===== config.mk =====
export PLATFORM = sky130hd
export DESIGN_NAME = clg_localizer
export DESIGN_NICKNAME = d
export VERILOG_FILES = /design/src/rtl/clg_pkg.sv /design/src/rtl/clg_ocsum_acc.sv /design/src/rtl/clg_ctrl.sv /design/src/rtl/clg_verdict.sv /design/src/rtl/clg_localizer.sv
export SDC_FILE = /design/constraint.sdc
export NUM_CORES = 1
export LEC_CHECK = 0
export BUFFER_PORTS_ARGS = -buffer_cell sky130_fd_sc_hd__buf_4
export CORE_ASPECT_RATIO = 0.6
export CORE_MARGIN = 3
export CORE_UTILIZATION = 55
export CTS_BUF_LIST = sky130_fd_sc_hd__clkbuf_8
export DETAILED_ROUTE_END_ITERATION = 10
export GPL_TIMING_DRIVEN = 0
export PLACE_DENSITY = 0.77
export SLEW_MARGIN = 0
export SYNTH_ARGS = -nofsm -noshare
export SYNTH_HDL_FRONTEND = slang
export SYNTH_HIERARCHICAL = 1
export SYNTH_SLANG_ARGS = --single-unit

===== constraint.sdc =====
create_clock -name clk -period 14.4 [get_ports clk]
set_clock_uncertainty 0.15 [all_clocks]
set_input_delay 2.88 -clock clk [delete_from_list [all_inputs] [get_ports clk]]
set_output_delay 2.88 -clock clk [all_outputs]
set_load 0.005 [all_outputs]

===== src/rtl/clg_pkg.sv =====
package clg_pkg;
  typedef enum logic [1:0] {
    PH_IDLE    = 2'd0,
    PH_COLLECT = 2'd1,
    PH_CHECK   = 2'd2
  } phase_t;
endpackage


===== src/rtl/clg_ocsum_acc.sv =====
module clg_ocsum_acc #(
  parameter int SYM_W = 16
) (
  input  logic             clk,
  input  logic             rst,
  input  logic             clr,
  input  logic             add_en,
  input  logic [SYM_W-1:0] sym,
  output logic [SYM_W-1:0] acc
);
  logic [SYM_W:0]   wide_sum;
  logic [SYM_W-1:0] folded;

  // End-around carry: the carry out is added back into bit 0; this cannot overflow again.
  always_comb begin
    wide_sum = {1'b0, acc} + {1'b0, sym};
    folded   = wide_sum[SYM_W-1:0] + {{(SYM_W-1){1'b0}}, wide_sum[SYM_W]};
  end

  always_ff @(posedge clk) begin
    if (rst || clr) acc <= '0;
    else if (add_en) acc <= folded;
  end

  // a clear leaves the sum at zero
  p_clear_zero_r2: assert property (@(posedge clk) disable iff (rst) clr |=> acc == '0);
  // without an enable the sum holds
  p_hold_idle_r3: assert property (@(posedge clk) disable iff (rst) (!clr && !add_en) |=> $stable(acc));
endmodule


===== src/rtl/clg_ctrl.sv =====
module clg_ctrl
  import clg_pkg::*;
#(
  parameter int GROUP_LEN = 256,
  localparam int CNT_W = $clog2(GROUP_LEN + 1)
) (
  input  logic clk,
  input  logic rst,
  input  logic start,
  input  logic sym_valid,
  input  logic stored_valid,
  output logic acc_clr,
  output logic acc_en,
  output logic fire
);
  phase_t           phase;
  logic [CNT_W-1:0] cnt;

  assign acc_clr = start;
  assign acc_en  = !start && sym_valid && (phase == PH_COLLECT);
  assign fire    = !start && stored_valid && (phase == PH_CHECK);

  always_ff @(posedge clk) begin
    if (rst) begin
      phase <= PH_IDLE;
      cnt   <= '0;
    end else if (start) begin
      phase <= PH_COLLECT;
      cnt   <= '0;
    end else begin
      unique case (phase)
        PH_COLLECT: if (sym_valid) begin
          cnt <= cnt + 1'b1;
          if (cnt == CNT_W'(GROUP_LEN - 1)) phase <= PH_CHECK;
        end
        PH_CHECK: if (stored_valid) phase <= PH_IDLE;
        default: ;
      endcase
    end
  end

  // the codeword count never passes the group length
  p_cnt_bound_r4: assert property (@(posedge clk) disable iff (rst) cnt <= CNT_W'(GROUP_LEN));
  // the compare phase is reached only with a full group
  p_full_group_r4: assert property (@(posedge clk) disable iff (rst)
    (phase == PH_CHECK) |-> (cnt == CNT_W'(GROUP_LEN)));
  // stored checksums must not arrive while codewords are still being collected
  p_early_stored_r9: assert property (@(posedge clk) disable iff (rst)
    (stored_valid && !start) |-> (phase != PH_COLLECT));
endmodule


===== src/rtl/clg_verdict.sv =====
module clg_verdict #(
  parameter int SYM_W   = 16,
  parameter int NUM_DEV = 9,
  localparam int IDX_W  = $clog2(NUM_DEV),
  localparam int ONES_W = $clog2(NUM_DEV + 1)
) (
  input  logic                     clk,
  input  logic                     rst,
  input  logic                     clr,
  input  logic                     fire,
  input  logic [NUM_DEV*SYM_W-1:0] calc_sums,
  input  logic [NUM_DEV*SYM_W-1:0] stored_sums,
  output logic                     done,
  output logic                     located,
  output logic [IDX_W-1:0]         dev_idx,
  output logic                     due
);
  logic [NUM_DEV-1:0] mism;
  logic [ONES_W-1:0]  n_mism;
  logic [IDX_W-1:0]   hit_idx;
  logic               single;

  // Both encodings of zero compare as equal.
  function automatic logic oc_equal(input logic [SYM_W-1:0] a, input logic [SYM_W-1:0] b);
    logic a_zero, b_zero;
    a_zero = (a == '0) || (a == '1);
    b_zero = (b == '0) || (b == '1);
    return (a == b) || (a_zero && b_zero);
  endfunction

  for (genvar d = 0; d < NUM_DEV; d++) begin : g_lane
    assign mism[d] = !oc_equal(calc_sums[d*SYM_W +: SYM_W], stored_sums[d*SYM_W +: SYM_W]);
  end

  always_comb begin
    n_mism  = '0;
    hit_idx = '0;
    for (int i = 0; i < NUM_DEV; i++) begin
      if (mism[i]) begin
        n_mism  = n_mism + 1'b1;
        hit_idx = IDX_W'(i);
      end
    end
    single = (n_mism == ONES_W'(1));
  end

  always_ff @(posedge clk) begin
    if (rst || clr) begin
      done    <= 1'b0;
      located <= 1'b0;
      due     <= 1'b0;
      dev_idx <= '0;
    end else if (fire) begin
      done    <= 1'b1;
      located <= single;
      due     <= !single;
      dev_idx <= single ? hit_idx : '0;
    end else begin
      done <= 1'b0;
    end
  end

  // done lasts a single cycle
  p_done_pulse_r8: assert property (@(posedge clk) disable iff (rst) done |=> !done);
  // a located device lies inside the rank
  p_idx_range_r6: assert property (@(posedge clk) disable iff (rst)
    located |-> (dev_idx < IDX_W'(NUM_DEV)));
  // each verdict is either located or uncorrectable, never both
  p_one_verdict_r7: assert property (@(posedge clk) disable iff (rst) done |-> (located ^ due));
  // no index is reported with an uncorrectable verdict
  p_due_idx_r7: assert property (@(posedge clk) disable iff (rst) due |-> (dev_idx == '0));
endmodule


===== src/rtl/clg_localizer.sv =====
module clg_localizer #(
  parameter int SYM_W     = 16,
  parameter int NUM_DEV   = 9,
  parameter int GROUP_LEN = 256,
  localparam int IDX_W    = $clog2(NUM_DEV),
  localparam int WORD_W   = NUM_DEV * SYM_W
) (
  input  logic              clk,
  input  logic              rst,
  input  logic              start,
  input  logic              sym_valid,
  input  logic [WORD_W-1:0] sym_word,
  input  logic              stored_valid,
  input  logic [WORD_W-1:0] stored_sums,
  output logic              done,
  output logic              located,
  output logic [IDX_W-1:0]  dev_idx,
  output logic              due
);
  logic              acc_clr;
  logic              acc_en;
  logic              fire;
  logic [WORD_W-1:0] calc_sums;

  clg_ctrl #(.GROUP_LEN(GROUP_LEN)) u_ctrl (
    .clk          (clk),
    .rst          (rst),
    .start        (start),
    .sym_valid    (sym_valid),
    .stored_valid (stored_valid),
    .acc_clr      (acc_clr),
    .acc_en       (acc_en),
    .fire         (fire)
  );

  for (genvar d = 0; d < NUM_DEV; d++) begin : g_dev
    clg_ocsum_acc #(.SYM_W(SYM_W)) u_acc (
      .clk    (clk),
      .rst    (rst),
      .clr    (acc_clr),
      .add_en (acc_en),
      .sym    (sym_word[d*SYM_W +: SYM_W]),
      .acc    (calc_sums[d*SYM_W +: SYM_W])
    );
  end

  clg_verdict #(.SYM_W(SYM_W), .NUM_DEV(NUM_DEV)) u_verdict (
    .clk         (clk),
    .rst         (rst),
    .clr         (acc_clr),
    .fire        (fire),
    .calc_sums   (calc_sums),
    .stored_sums (stored_sums),
    .done        (done),
    .located     (located),
    .dev_idx     (dev_idx),
    .due         (due)
  );

  // the verdict holds until a new start or a new accepted checksum set
  p_verdict_hold_r8: assert property (@(posedge clk) disable iff (rst)
    (!start && !fire) |=> ($stable(located) && $stable(due) && $stable(dev_idx)));
  // start clears the verdict
  p_start_clears_r2: assert property (@(posedge clk) disable iff (rst)
    start |=> (!located && !due && !done));
endmodule


* Word-level counts from Yosys, hierarchy flattened
Index checks and enable logic that the tools add are counted.
Storage, ports and cells: bits in latches 0, memories 0, RAM bits 0, bits in registers 162, word-level logic and storage cells 171, memory bits (read-only) 0
Operators by class: divide/modulo/power cells 0, equal/unequal tests 37, multiply operators 0, reductions and logical operators 67, shift operators 0, $lt $le $gt $ge 0, bitwise operators 0, multiplexer cells 24, $add $sub $neg 27
Operators with widths (number):
- equality test 16 bit (second input constant) | 18
- zero test 16 bit | 18
- adder 16 x 16 -> 17 bit | 9
- adder 16 x 1 -> 16 bit | 9
- equality test 16 bit | 9
- 2-to-1 mux 4 bit | 10
- adder 4 x 1 -> 4 bit (second input constant) | 7
- logical OR 1 bit | 28
- logical AND 1 bit | 13
- 2-to-1 mux 3 bit | 4
- 2-to-1 mux 2 bit | 5
- adder 9 x 1 -> 9 bit (second input constant) | 1
- equality test 9 x 8 -> 1 bit (second input constant) | 1
- != test 3 bit (second input constant) | 3
- AND reduction 4 bit | 2
- != test 2 bit (second input constant) | 3
- equality test 4 x 1 -> 1 bit (second input constant) | 1
- 2-to-1 mux 1 bit | 4
- case mux 2 bit (2 select lines) | 1
- nonzero test 3 bit | 1
- adder 1 x 1 -> 2 bit (second input constant) | 1
- equality test 2 x 1 -> 1 bit (second input constant) | 1
- equality test 2 bit (second input constant) | 1
- zero test 1 bit | 2
- 3 further kinds | 3

* Depth between registers and ports, before layout
Gate-level depths: netlist (run 1).
word-level depth 23, depth in mapped cells 30, gate-level depth less buffers 30

* Hierarchy
Netlist (run 1), hierarchy kept.
Modules (own cells, without submodules):
- clg_ocsum_acc at g_dev[0].u_acc ... | instances 7, seq. area each 320.3 sq um, cells each 210, area each 1770.4 sq um
- clg_verdict | instances 1, seq. area each 140.1 sq um, cells each 487, area each 3838.7 sq um
- clg_ocsum_acc at g_dev[3].u_acc | instances 1, seq. area each 320.3 sq um, cells each 206, area each 1779.2 sq um
- clg_ocsum_acc at g_dev[2].u_acc | instances 1, seq. area each 320.3 sq um, cells each 213, area each 1742.9 sq um
- clg_ctrl | instances 1, seq. area each 220.2 sq um, cells each 61, area each 534.3 sq um

* Least setup slack after synthesis (run 1)
No wires, ideal clock.
kind input to register, start point input port stored_sums[4], end point register u_verdict.dev_idx[0], data arrival time 7.697 ns, library setup time 0.117 ns, path buffers 0, path slack 6.436 ns, cell stages on the path 29, path through nor4_1 -> and4_1 -> o22ai_1 -> and2_1 -> inv_1 -> ha_1 -> xnor2_1 -> ha_1 -> nand2_1 -> nand2_1 -> ha_1 -> nor2_1 -> a31oi_1 -> ha_1 -> inv_1 -> nor2_1 -> inv_1 -> nand2_1 -> ha_1 -> nor2_1 -> a31oi_4 -> ha_1 -> mux2i_2 -> inv_1 -> ha_1 -> xor3_1 -> nor4_4 -> a41o_2 -> a32o_1
Between the ends: cells in the longest elaborated chain, start to end 23, elaborated cells between the ends (all ways) 25
RTL lines:
- start, declared | RTL line clg_localizer.sv:14 | input logic [WORD_W-1:0] stored_sums,
- equality test 16 bit or zero test 16 bit (tied branches) | RTL line clg_verdict.sv:27 | b_zero = (b == '0) || (b == '1);
- logical OR 1 bit | RTL line clg_verdict.sv:27
- logical AND 1 bit | RTL line clg_verdict.sv:28 | return (a == b) || (a_zero && b_zero);
- logical OR 1 bit (*) | RTL line clg_verdict.sv:28
- 2-to-1 mux 1 bit (*) | RTL line clg_verdict.sv:39 | if (mism[i]) begin
- adder 1 x 1 -> 2 bit | RTL line clg_verdict.sv:40 | n_mism = n_mism + 1'b1;
- 2-to-1 mux 4 bit (*) | RTL line clg_verdict.sv:39
- adder 4 x 1 -> 4 bit | RTL line clg_verdict.sv:40
- [... 7 more ...]
- adder 4 x 1 -> 4 bit | RTL line clg_verdict.sv:40
- 2-to-1 mux 4 bit (*) | RTL line clg_verdict.sv:39
- adder 4 x 1 -> 4 bit | RTL line clg_verdict.sv:40
- 2-to-1 mux 4 bit (*) | RTL line clg_verdict.sv:39
- adder 4 x 1 -> 4 bit | RTL line clg_verdict.sv:40
- 2-to-1 mux 4 bit (*) | RTL line clg_verdict.sv:39
- equality test 4 x 1 -> 1 bit (*) | RTL line clg_verdict.sv:44 | single = (n_mism == ONES_W'(1));
- 2-to-1 mux 4 bit (*) | RTL line clg_verdict.sv:57 | dev_idx <= single ? hit_idx : '0;
- end signal, assigned | RTL line clg_verdict.sv:57
- end, declared | RTL line clg_verdict.sv:15 | output logic [IDX_W-1:0] dev_idx,
Every way passes the cells marked *; elsewhere a longest branch is shown, timed or not. A chain may end at the register's enable or synchronous reset.

* Worst setup path in the final report (run 1)
start point input port stored_sums[9], end point register u_verdict.dev_idx[2]
Same word-level chain as after synthesis.

==> flow_summary_export.csv, run 1 <==
group,metric,value,unit
run_status,status,"completed",
synthesis,syn_nets,2911,
critical_path,slowest_stage,"xor3_1",
critical_path,worstPathMaxFanout,5,
power_and_ir_drop,switching_share,0.348,
clock_tree,cts.repair.resized,0,
timing,fin_crit_sh,0.574,
timing,finalSetupViolations,0,
timing,finalMaxSlewViolations,0,
clock_tree,htreeDepth,4,
drt,wl_per_cell,20.0,um
global_routing,track_usage,0.314,
clock_tree,clockBufferDepth,2,
cells_and_area,final_layout_size_suffix_gt1_frac,0.188,
timing,holdWs,337,ps
synthesis,yosysTopAreaCell,"dfxtp_1",
power_and_ir_drop,combPwrFrac,0.340,
critical_path,endpoint_kind,"register",
synthesis,synth_top_cell_area_share,0.160,
synthesis,synthTopCellsByArea,"dfxtp_1 16%, ha_1 11%, xor2_1 8.9%, xnor2_1 6.0%, nor2_1 4.1%",
floorplan,start_util,0.569,
timing,worst_pin_slew,961,ps
global_routing,grt_pass1_vias,19400,
global_routing,grt.overflow.total,0,
floorplan,io_pins,300,
clock_tree,cts_tree,"done",
synthesis,synth_seq_area_share,0.160,
drt,drtIter0Drc,1893,
global_routing,antenna_found_initial,5,
clock_tree,cts_root_buf,"clkbuf_8",
run,cap_viol_max_count,0,
critical_path,critPathKind,"in2reg",
power_and_ir_drop,power_frac_seq,0.371,
drt,dr.pass1.iters,6,
drt,vias,21000,
hold_path,hold_path.class,"reg2reg",
timing,hold_viol,0,
power_and_ir_drop,switchingPower,0.439,mW
synthesis,syn_inst,2437,
synthesis,yosysWarnings,6,
clock_tree,postCtsSetupBuffers,0,
synthesis,synth-main-ff-cell,"dfxtp_1",
place,hpwl,53000,um
synthesis,syn_avg_cell_area,8.33,um^2
power_and_ir_drop,powerDensity,53.6,mW/mm^2
synthesis,yosys.cell_count.top_type,"nor2_1",
synthesis,netlist_top_cells_count,"223 x nor2_1, 206 x xor2_1, 172 x ha_1, 162 x dfxtp_1, 147 x a21oi_1",
power_and_ir_drop,p_clk_frac,0.290,
timing,setup_ws,6130,ps
critical_path,cp.required,14630,ps
cells_and_area,area_growth,16.1,%
drt,antenna_left,0,
critical_path,critPathMostFrequentCell,"ha_1",
place,dp_slack,5640,ps
place,dpl.cell_count,3203,
place,dpl_cell_area,0.0231,mm^2
timing,rsz0062_at_grt,"false",
floorplan,die_y,155,um
floorplan,core_area,0.0357,mm^2
timing,slew_headroom,0.359,
timing,final.setup.tns,0,ps
drt,drc,0,
cells_and_area,final_core_util,0.660,
clock_tree,clk_latency,490,ps
critical_path,critPathLaunchType,"input pin",
critical_path,cpPeakStageDelay,430,ps
place,io_buffer_count,299,
power_and_ir_drop,p_total,1.26,mW
power_and_ir_drop,p_int,0.825,mW
power_and_ir_drop,ir_drop,0.0392,mV
synthesis,synth_async_sr_flop_share,0,
cells_and_area,final_cell_area,0.0236,mm^2
synthesis,ys_ff_latch,162,
synthesis,synthesis.area,0.0203,mm^2
clock_tree,cts_buffers,17,
synthesis,synth_edf_count,0,
timing,period_minus_slack,8270,ps
power_and_ir_drop,leakage,9.63,nW
floorplan,dieArea,0.0393,mm^2
global_routing,grt_pass1_wl,101000,um
floorplan,die_w,254,um
place,gp_congestion,1.03,
drt,vias_per_cell,6.47,
clock_tree,path_clk_slew,80,ps
global_routing,grt_max_degree,23,
cells_and_area,layout.nets,3229,
floorplan,row_count,53,
cells_and_area,final_cells,3240,
clock_tree,cts_sinks,162,
synthesis,synth_cell_types,104,
timing,max_freq,121,MHz
critical_path,critPathArrivalTime,8500,ps
clock_tree,ctsHoldBuffers,0,
drt,wirelength,64800,um
-- kinds of logic (layout without fill, tap and decap cells) --
kind of cell             after synthesis  in the layout  synth area share
flip-flops                           162            162             0.160
multiplexers                          77             77            0.0382
XOR/XNOR                             357            357             0.161
other                                  0              5                 0
AO/OA/AOI/OAI                        595            595             0.227
AND/OR/NAND/NOR                      951            951             0.272
adder cells (fa/ha/maj)              181            181             0.115
buffers and inverters                114            445            0.0274
-- sequential cells by signal, summed over array words and instances (netlist names) --
name / flops
u_ctrl/phase: 2
u_ctrl/cnt: 9
u_verdict/done: 1
u_verdict/located: 1
u_verdict/dev_idx: 4
u_verdict/due: 1
g_dev.u_acc/acc: 144
-- cells in the final DEF (no fill, tap or decap), drive strengths merged, types with 16 or more instances in the layout --
cell     count
buf        329
or2         19
and2        20
a311oi      16
nand2      128
a2111oi     16
nand3       55
xor2       210
o21a        21
dfxtp      162
o21ai       71
and4        20
nand3b      20
nor4       158
a21o        47
and3        28
a211oi     101
nor2       230
mux2i       77
nand2b      36
nor2b       28
a211o       18
o311ai      24
xnor2      144
nor3        40
clkbuf      58
ha         172
nand4      121
inv         47
or3         22
a21oi      147
-- worst paths after layout --
path / end / start / slack [ps] / depth (start not counted)
max: u_verdict/dev_idx[2] / stored_sums[9] / 6130 / 30
min: u_verdict/dev_idx[0] / u_verdict/dev_idx[0] / 340 / 1
max reg2reg: u_verdict/dev_idx[2] / g_dev[0].u_acc/acc[1] / 8170 / 29
min reg2reg: u_verdict/dev_idx[0] / u_verdict/dev_idx[0] / 340 / 1
-- worst max-delay path: cells and delay by family --
kind,cells,cell delay (ps)
buffers and inverters,5,410
AOI/OAI and AO/OA,5,730
and+or+nand+nor,10,1700
xor gates and xnor gates,2,670
muxes,1,180
adders and majority gates,7,1930
-- power groups by stage --
stage / logic, mW / registers (mW) / clock network [mW]
2_1_floorplan: 0.276 / 0.473 / 0
3_3_place_gp: 0.403 / 0.478 / 0
3_5_place_dp: 0.418 / 0.478 / 0
4_1_cts: 0.421 / 0.468 / 0.370
5_1_grt: 0.466 / 0.469 / 0.388
6_report: 0.429 / 0.468 / 0.366
-- per-layer routing --
metal / part of all wire / GRT usage / wire, um / up-vias
met5: 0 / 0 / 0 / -
met4: 0.027 / 0.0965 / 1750 / 0
met3: 0.081 / 0.0508 / 5230 / 122
met2: 0.44 / 0.485 / 28200 / 900
met1: 0.46 / 0.448 / 29600 / 9935
li1: - / - / - / 10000
-- final cells by class --
class                           count  area (um^2)
Timing Repair Buffer              299         2240
Clock buffer                       18          248
Fill cell                        2947        12100
Tap cell                          467          584
Multi-Input combinational cell   2161        16500
Sequential cell                   162         3240
Inverter                           44          170
Clock inverter                     14          178
Antenna cell                        5         12.5
Buffer                             70          385
Note: power is estimated with default switching activity, not from simulation.
==> run 2, diff against run 1 <==
PLACE_DENSITY = 0.8   (was 0.77)
clock period = 7.5 ns   (was 14.4 ns; I/O delays follow)
==> flow_summary_export.csv, run 2 (synthesized netlist as in run 1, its figures left out) <==
group,metric,value,unit
floorplan,die_w,254,um
cells_and_area,layout_common_cells,"307 x buf_4, 223 x nor2_1, 206 x xor2_1",
global_routing,track_usage,0.317,
run_status,status,"completed",
cells_and_area,final_layout_size_suffix_gt1_frac,0.187,
drt,antenna_left,0,
drt,vias,20900,
critical_path,critPathMostFrequentCell,"ha_1",
floorplan,io_pins,300,
global_routing,antenna_found_initial,3,
clock_tree,cts_root_buf,"clkbuf_8",
drt,drc,0,
power_and_ir_drop,switchingPower,0.833,mW
place,io_buffer_count,299,
global_routing,grt_pass1_wl,102000,um
drt,wirelength,64800,um
power_and_ir_drop,power_frac_seq,0.366,
cells_and_area,regMostFlops,"g_dev.u_acc/acc",
timing,fin_crit_sh,0.941,
clock_tree,postCtsSetupBuffers,0,
run,cap_viol_max_count,0,
clock_tree,htreeDepth,4,
critical_path,cp_num_buf_inv,5,
place,dpl.cell_count,3203,
cells_and_area,final_cells,3238,
cells_and_area,top_regs,"g_dev.u_acc/acc (144), u_ctrl/cnt (9), u_verdict/dev_idx (4)",
clock_tree,path_clk_slew,80,ps
place,gp_congestion,1.03,
clock_tree,cts_sinks,162,
timing,hold_viol,0,
cells_and_area,largest_reg_flops,144,
timing,slew_headroom,0.0759,
power_and_ir_drop,ir_drop,0.103,mV
critical_path,cp_top_family,"adder cells",
floorplan,die_y,155,um
power_and_ir_drop,powerDensity,104,mW/mm^2
drt,drtIter0Drc,1926,
drt,wl_per_cell,20.0,um
critical_path,worstPathMaxFanout,5,
clock_tree,ctsHoldBuffers,0,
global_routing,grt.overflow.total,0,
timing,worst_pin_slew,1380,ps
power_and_ir_drop,leakage,9.65,nW
critical_path,critPathKind,"in2reg",
timing,max_freq,142,MHz
power_and_ir_drop,p_clk_frac,0.297,
timing,finalMaxSlewViolations,0,
global_routing,grt_pass1_vias,19500,
clock_tree,cts_tree,"done",
critical_path,slowest_stage,"nor4_1",
floorplan,core_area,0.0357,mm^2
power_and_ir_drop,p_total,2.46,mW
critical_path,cp.required,7700,ps
timing,period_minus_slack,7060,ps
global_routing,grt_max_degree,23,
power_and_ir_drop,switching_share,0.339,
critical_path,critPathLaunchType,"input pin",
drt,vias_per_cell,6.46,
timing,finalSetupViolations,0,
place,hpwl,52800,um
timing,rsz0062_at_grt,"false",
clock_tree,clk_latency,460,ps
timing,final.setup.tns,0,ps
floorplan,dieArea,0.0393,mm^2
critical_path,endpoint_kind,"register",
critical_path,cpPeakStageDelay,460,ps
clock_tree,cts.repair.resized,0,
power_and_ir_drop,p_int,1.62,mW
clock_tree,clockBufferDepth,2,
cells_and_area,layout.nets,3229,
floorplan,start_util,0.569,
hold_path,hold_path.class,"reg2reg",
drt,dr.pass1.iters,6,
clock_tree,cts_buffers,17,
cells_and_area,final_common_cell,"buf_4",
floorplan,row_count,53,
power_and_ir_drop,combPwrFrac,0.336,
critical_path,critPathArrivalTime,7260,ps
cells_and_area,area_growth,16.2,%
-- run 2: cell count changes in the layout (fill, tap and decap cells not counted) --
cell / change
nor2_2: -1
inv_1: +2
bufinv_16: +1
clkinv_4: +1
diode_2: -2
inv_6: -3
nor2_1: +1
clkbuf_8: +1
clkinv_2: -1
clkinvlp_4: -1
-- run 2: path summary, 6_finish.rpt --
| check | slack [ps] | end | startpoint | depth (start not counted) |
|---|---|---|---|---|
| min reg2reg | 350 | u_ctrl/cnt[6] | u_ctrl/cnt[6] | 2 |
| max | 440 | u_verdict/dev_idx[0] | stored_sums[5] | 30 |
| max reg2reg | 1140 | u_verdict/dev_idx[0] | g_dev[0].u_acc/acc[5] | 29 |
| min | 350 | u_ctrl/cnt[6] | u_ctrl/cnt[6] | 2 |
-- run 2: per-stage QoR --
stage	hold slack, ps	area [um^2]	worst slack [ps]	util
finish	352	23600	439	0.661
global route	366	23600	75.6	0.661
CTS	345	23600	554	0.660
detailed placement	329	23100	51.5	0.648
global placement	314	23100	224	0.648
floorplan	302	20300	916	-
-- run 2: worst register-to-register path, delay by kind of cell (launching register included) --
family / cells / cell delay [ps]
and+or+nand+nor: 10 / 1710
DFF: 1 / 500
AOI/OAI and AO/OA: 4 / 680
muxes: 1 / 180
xor gates and xnor gates: 3 / 790
buffers and inverters: 4 / 290
adders and majority gates: 7 / 1920
-- run 2: power by group through the flow --
stage	Sequential [mW]	Clock, mW	Combinational, mW
final	0.899	0.730	0.826
after global routing	0.901	0.774	0.898
after CTS	0.898	0.742	0.809
after detailed placement	0.918	0	0.804
after global placement	0.918	0	0.775
after floorplan	0.908	0	0.530
-- run 2: cell type report --
class / count / area [um^2]
diodes: 3 / 7.51
plain buffers: 70 / 385
clock buffers: 19 / 262
clock inverters: 13 / 185
fillers: 3002 / 12100
inverters: 44 / 170
multi-input cells: 2161 / 16500
flip-flops and latches: 162 / 3240
well taps: 467 / 584
repair buffers: 299 / 2240
-- run 2: metal layers --
layer | track usage | routed length [um] | vias up | part of all wire
li1 | - | - | 10000 | -
met1 | 0.459 | 29600 | 9875 | 0.46
met2 | 0.494 | 28700 | 910 | 0.44
met3 | 0.0440 | 5050 | 115 | 0.078
met4 | 0.0810 | 1470 | 0 | 0.023
met5 | 0 | 0 | - | 0
